**src/rtl/vxu_pkg.sv**
```systemverilog
package vxu_pkg;

    typedef enum logic [3:0] {
        OP_CPL  = 4'd0,
        OP_SUM  = 4'd1,
        OP_MAX  = 4'd2,
        OP_ADD  = 4'd3,
        OP_MUL  = 4'd4,
        OP_AND  = 4'd5,
        OP_LRG  = 4'd6,
        OP_TST  = 4'd7,
        OP_SADD = 4'd8
    } vop_e;

    localparam int OP_W = 4;

    function automatic logic is_reduce(input logic [OP_W-1:0] op);
        return (op == OP_SUM) || (op == OP_MAX);
    endfunction

endpackage

```
**src/rtl/vxu_smax.sv**
```systemverilog
module vxu_smax #(
    parameter int W = 16
) (
    input  logic [W-1:0] x_i,
    input  logic [W-1:0] y_i,
    output logic         x_ge_o,
    output logic [W-1:0] max_o
);
    always_comb begin
        x_ge_o = ($signed(x_i) >= $signed(y_i));
        max_o  = x_ge_o ? x_i : y_i;
    end
endmodule

```
**src/rtl/vxu_elem_alu.sv**
```systemverilog
module vxu_elem_alu
    import vxu_pkg::*;
#(
    parameter int W = 16
) (
    input  logic [OP_W-1:0] op_i,
    input  logic [W-1:0]    a_i,
    input  logic [W-1:0]    b_i,
    input  logic [W-1:0]    s_i,
    output logic [W-1:0]    res_o
);
    localparam int PW = 2 * W;

    logic          ge;
    logic [W-1:0]  mx;
    logic [PW-1:0] prod;

    vxu_smax #(.W(W)) u_max (
        .x_i    (a_i),
        .y_i    (b_i),
        .x_ge_o (ge),
        .max_o  (mx)
    );

    always_comb begin
        prod  = {{W{1'b0}}, a_i} * {{W{1'b0}}, b_i};
        res_o = '0;
        case (op_i)
            OP_CPL:  res_o = ~a_i;
            OP_ADD:  res_o = a_i + b_i;
            OP_MUL:  res_o = prod[W-1:0];
            OP_AND:  res_o = a_i & b_i;
            OP_LRG:  res_o = mx;
            OP_TST:  res_o = {{(W-1){1'b0}}, ge};
            OP_SADD: res_o = s_i + a_i;
            default: res_o = '0;
        endcase
    end
endmodule

```
**src/rtl/vxu_reduce_step.sv**
```systemverilog
module vxu_reduce_step
    import vxu_pkg::*;
#(
    parameter int W = 16
) (
    input  logic [OP_W-1:0] op_i,
    input  logic [W-1:0]    acc_i,
    input  logic [W-1:0]    a_i,
    output logic [W-1:0]    acc_o,
    output logic [W-1:0]    seed_o
);
    localparam logic [W-1:0] MOST_NEG = {1'b1, {(W-1){1'b0}}};

    logic         ge_unused;
    logic [W-1:0] mx;

    vxu_smax #(.W(W)) u_max (
        .x_i    (acc_i),
        .y_i    (a_i),
        .x_ge_o (ge_unused),
        .max_o  (mx)
    );

    always_comb begin
        acc_o  = acc_i;
        seed_o = '0;
        case (op_i)
            OP_SUM: acc_o = acc_i + a_i;
            OP_MAX: begin
                acc_o  = mx;
                seed_o = MOST_NEG;
            end
            default: acc_o = acc_i;
        endcase
    end
endmodule

```
**src/rtl/vec_exec_unit.sv**
```systemverilog
module vec_exec_unit
    import vxu_pkg::*;
#(
    parameter int W = 16
) (
    input  logic            clk,
    input  logic            rst_n,
    input  logic            start_i,
    input  logic [3:0]      opcode_i,
    input  logic [W-1:0]    scalar_i,
    input  logic            in_valid_i,
    input  logic            in_last_i,
    input  logic [W-1:0]    a_i,
    input  logic [W-1:0]    b_i,
    output logic            out_valid_o,
    output logic            out_last_o,
    output logic [W-1:0]    out_data_o,
    output logic            red_done_o,
    output logic [W-1:0]    red_data_o,
    output logic            busy_o
);
    typedef struct packed {
        logic            busy;
        logic [OP_W-1:0] op;
        logic [W-1:0]    scal;
        logic [W-1:0]    acc;
        logic            ovld;
        logic            olast;
        logic [W-1:0]    odata;
        logic            rdone;
        logic [W-1:0]    rdata;
    } state_t;

    state_t st_q, st_d;

    logic [W-1:0] alu_res;
    logic [W-1:0] acc_step;
    logic [W-1:0] acc_seed_unused;
    logic [W-1:0] new_seed;
    logic [W-1:0] seed_acc_unused;
    logic         accept;

    vxu_elem_alu #(.W(W)) u_alu (
        .op_i  (st_q.op),
        .a_i   (a_i),
        .b_i   (b_i),
        .s_i   (st_q.scal),
        .res_o (alu_res)
    );

    // running instruction's accumulator step
    vxu_reduce_step #(.W(W)) u_red (
        .op_i   (st_q.op),
        .acc_i  (st_q.acc),
        .a_i    (a_i),
        .acc_o  (acc_step),
        .seed_o (acc_seed_unused)
    );

    // seed for an instruction being started this cycle
    vxu_reduce_step #(.W(W)) u_seed (
        .op_i   (opcode_i),
        .acc_i  ('0),
        .a_i    ('0),
        .acc_o  (seed_acc_unused),
        .seed_o (new_seed)
    );

    always_comb begin
        st_d       = st_q;
        st_d.ovld  = 1'b0;
        st_d.olast = 1'b0;
        st_d.rdone = 1'b0;
        accept     = st_q.busy && in_valid_i;

        if (!st_q.busy && start_i) begin
            st_d.busy = 1'b1;
            st_d.op   = opcode_i;
            st_d.scal = scalar_i;
            st_d.acc  = new_seed;
        end

        if (accept) begin
            if (is_reduce(st_q.op)) begin
                st_d.acc = acc_step;
                if (in_last_i) begin
                    st_d.rdone = 1'b1;
                    st_d.rdata = acc_step;
                end
            end else begin
                st_d.ovld  = 1'b1;
                st_d.olast = in_last_i;
                st_d.odata = alu_res;
            end
            if (in_last_i) begin
                st_d.busy = 1'b0;
            end
        end
    end

    always_ff @(posedge clk or negedge rst_n) begin
        if (!rst_n) begin
            st_q <= '0;
        end else begin
            st_q <= st_d;
        end
    end

    assign busy_o      = st_q.busy;
    assign out_valid_o = st_q.ovld;
    assign out_last_o  = st_q.olast;
    assign out_data_o  = st_q.odata;
    assign red_done_o  = st_q.rdone;
    assign red_data_o  = st_q.rdata;

endmodule

```
**config.mk**
```make
export PLATFORM = sky130hd
export DESIGN_NAME = vec_exec_unit
export DESIGN_NICKNAME = d
export VERILOG_FILES = /design/src/rtl/vxu_pkg.sv /design/src/rtl/vxu_smax.sv /design/src/rtl/vxu_elem_alu.sv /design/src/rtl/vxu_reduce_step.sv /design/src/rtl/vec_exec_unit.sv
export SDC_FILE = /design/constraint.sdc
export NUM_CORES = 1
export LEC_CHECK = 0
export BUFFER_PORTS_ARGS = -buffer_cell sky130_fd_sc_hd__buf_2
export CAP_MARGIN = 20
export CORE_ASPECT_RATIO = 1.5
export CORE_MARGIN = 4
export CORE_UTILIZATION = 30
export DETAILED_ROUTE_END_ITERATION = 6
export SLEW_MARGIN = 20
export SYNTH_ARGS = -nofsm -noshare
export SYNTH_HDL_FRONTEND = slang
export SYNTH_SLANG_ARGS = --single-unit
```
**constraint.sdc**
```tcl
create_clock -name clk -period 4.9 [get_ports clk]
set_input_delay 0.735 -clock clk [delete_from_list [all_inputs] [get_ports clk]]
set_output_delay 0.735 -clock clk [all_outputs]
set_load 0.02 [all_outputs]
```
==> results.py <==
metrics = {
    "sta": {
        "slew_headroom_pct": 20.1,
        "worst_pin_slew_ns": 1.19,
        "setup_viol": 8,
        "fin_crit_sh_pct": 110,
        "period_needed_ns": 5.41,
        "max_freq_ghz": 0.185,
        "drv_slew": 0,
        "rsz0062_at_grt": "true",
        "hold_violations": 0,
        "skew_ns": 0.00730,
        "layout_setup_ws_ns": -0.507,
    },
    "finish": {
        "multi_input_area_um2": 7710,
        "regArea_um2": 1800,
        "layout.cells.non_filler": 1822,
        "final_net_count": 1663,
        "final_common_cell": "nand2_1",
        "layout_common_cells": "172 x nand2_1, 136 x inv_1, 133 x buf_4",
        "syn_to_final_growth_pct": 26.5,
        "drive_above_1_share_pct": 26.5,
        "antenna_cells": 0,
        "n_fill_cell": 3351,
    },
    "yosys": {
        "synth_top_area_cell": "dfrtp_1",
        "yosys.cell_types.count": 60,
        "synth_top_area_share_pct": 17.8,
        "synthesis.nets": 1492,
        "syn_area_um2": 10100,
        "synth_ff_type": "dfrtp_1",
        "synthTopCellsByArea": "dfrtp_1 18%, fa_1 16%, ha_1 16%, nand2_1 6.5%, inv_1 6.0%",
        "ys_seq_area_share_pct": 17.8,
        "syn_area_per_cell_um2": 8.25,
        "yosysWarningCount": 0,
        "syn-instance-count": 1226,
        "ys_ff_latch": 72,
        "async_reset_ff_share_pct": 100,
        "synth_edf_count": 0,
    },
    "critical_path": {
        "worst-path-max-fanout": 5,
        "critPathKind": "input pin to register",
        "cp.required_ns": 5.16,
        "cp_data_arrival_time_ns": 5.66,
        "start_kind": "input pin",
        "end_kind": "register",
    },
    "global_route": {
        "grt_pass1_vias": 9894,
        "grt-ovfl-total": 0,
        "grtUsageTotal_pct": 21.0,
        "grt_pass1_wl_um": 57500,
        "antenna_found_initial": 0,
        "grt_max_degree": 58,
    },
    "place": {
        "dpl.cell_count": 1796,
        "port_buffers": 92,
        "dp_hpwl_um": 31600,
        "dp_slack_ns": -1.05,
        "gp_congestion": 1.04,
    },
    "route": {
        "drt_iter0_drc": 534,
        "dr_total_vias": 9308,
        "dr.pass1.iters": 6,
        "wl_um": 38200,
        "ant_nets": 0,
        "drcViolationCount": 0,
        "viasPerCell": 5.11,
        "routedWlPerCell_um": 21.0,
    },
    "power_and_ir_drop": {
        "swShare_pct": 47.0,
        "irDropWorstVdd_mv": 0.512,
        "seqPwrFrac_pct": 12.7,
        "clkPwrFrac_pct": 10.0,
        "powerDensity_nw_per_um2": 539,
        "internal-power_mw": 3.65,
        "p_sw_mw": 3.24,
        "combPwrFrac_pct": 77.3,
        "p_leak_nw": 6.46,
    },
    "die": {
        "core_area_um2": 33300,
        "initial_core_util_pct": 30.3,
        "die_h_um": 233,
        "boundaryPins": 93,
        "rows": 82,
        "die_w_um": 158,
        "dieArea_um2": 36800,
    },
    "clock_network": {
        "cts_sinks": 72,
        "clk_pin_slew_ns": 0.06,
        "tritoncts": "done",
        "cts_hold_buf": 0,
        "clk_latency_ns": 0.36,
        "clock-root-buffer": "clkbuf_16",
        "htreeDepth": 3,
        "cts_buffer_depth": 2,
        "cts-buffers-inserted": 9,
    },
    "outcome": {
        "outcome": "finished with violations",
        "violations": "setup timing",
    },
    "min_path": {
        "hold_class": "input pin to asynchronous set/reset pin",
    },
    "run": {
        "cap_violations": 0,
    },
}
[final cells by class]
class	count	share of cell area (%)
Tap cell	420	4.11
Inverter	168	5.33
Multi-Input combinational cell	909	60.3
Sequential cell	72	14.1
Clock inverter	4	0.421
Timing Repair Buffer	237	13.8
Clock buffer	12	1.93
[per-stage QoR]
stage          util [%]  setup TNS, ns  hold WS [ns]  total power [mW]  cell area [um^2]
2_1_floorplan         -          -1.51         0.439              3.98             10400
3_3_place_gp       35.8          -6.98         0.464              5.37             11900
3_5_place_dp       35.8          -7.46         0.463              5.44             11900
4_1_cts            37.8          -1.95         0.212              6.51             12600
5_1_grt            38.3          -3.24         0.232              7.42             12800
6_report           38.3          -2.05         0.223              6.89             12800
[critical path, stage by stage]
cell,delay (ns)
buf_8,0.10
clkinvlp_4,0.14
nor2_4,0.05
fa_1,0.52
inv_1,0.05
fa_1,0.50
fa_1,0.43
fa_1,0.49
inv_1,0.05
fa_1,0.48
inv_1,0.05
fa_2,0.57
inv_2,0.05
ha_4,0.23
a21oi_4,0.16
inv_2,0.06
a221oi_4,0.33
buf_4,0.17
o21ai_2,0.05
xnor2_1,0.14
a221oi_2,0.24
nor2_1,0.06
[power groups by stage]
| stage | clock network (mW) | logic, mW | registers, mW |
|---|---|---|---|
| 6_report | 0.686 | 5.32 | 0.877 |
| 5_1_grt | 0.720 | 5.80 | 0.896 |
| 4_1_cts | 0.708 | 4.92 | 0.878 |
| 3_5_place_dp | 0 | 4.55 | 0.888 |
| 3_3_place_gp | 0 | 4.48 | 0.883 |
| 2_1_floorplan | 0 | 3.15 | 0.825 |
[registers in the layout (all words and copies together) (netlist names)]
register,count
out_last_o,1
red_done_o,1
out_valid_o,1
busy_o,1
st_q,36
red_data_o,16
out_data_o,16
[Yosys cell counts, types with 3 or more instances]
cell type / number
buf_4: 33
o31ai_1: 4
nor3_1: 18
nor2b_1: 14
o21bai_1: 6
xnor2_1: 48
a22o_1: 9
o21ai_0: 49
dfrtp_1: 72
o221ai_1: 12
a31oi_1: 7
nand3_1: 16
a21o_1: 21
a221oi_1: 15
nand2b_1: 12
nand2_1: 175
fa_1: 82
nor2_1: 109
xor2_1: 18
o22ai_1: 10
mux2_2: 11
nand4_1: 4
o211ai_1: 3
buf_2: 4
clkinv_1: 5
clkbuf_1: 38
mux2i_1: 21
and3_1: 13
ha_1: 127
and2_1: 12
a21oi_1: 54
inv_1: 162
o21a_1: 5
[metal layers]
| layer | track usage (%) | part of all wire, % |
|---|---|---|
| met2 | 37.7 | 52 |
| met4 | 13.7 | 7.5 |
| met5 | 0 | 0 |
| met3 | 2.79 | 4.3 |
| met1 | 22.7 | 36 |
[cells by family (layout without fill, tap and decap cells)]
logic type                 Yosys count  after routing  synth area share (%)
and+or+nand+nor                    385            385                  16.5
AOI/OAI and AO/OA                  216            216                  14.2
buffers and inverters              245            421                  10.4
muxes                               33             33                  3.45
DFF                                 72             72                  17.8
adders and majority gates          209            209                  32.0
xor gates and xnor gates            66             66                  5.72
[repair_timing]
item / 4_1_cts / 5_1_grt
setup buffers: 7 / 7
pin swaps: 35 / 42
setup endpoints to repair: 9 / 9
hold endpoints to repair: 0 / 0
resized for setup: 88 / 44
[path summary, 6_finish.rpt]
kind / start / end / slack, ns / depth (start not counted)
min reg2reg: st_q[58] / st_q[58] / 0.48 / 2
max: a_i[7] / out_data_o[15] / -0.51 / 22
max in group asynchronous: rst_n / red_data_o[10] / 3.64 / 2
max reg2reg: st_q[68] / out_data_o[12] / 0.87 / 14
min in group clk: st_q[58] / st_q[58] / 0.48 / 2
min: rst_n / out_data_o[8] / 0.22 / 1
Note: power is estimated with default switching activity, not from simulation.
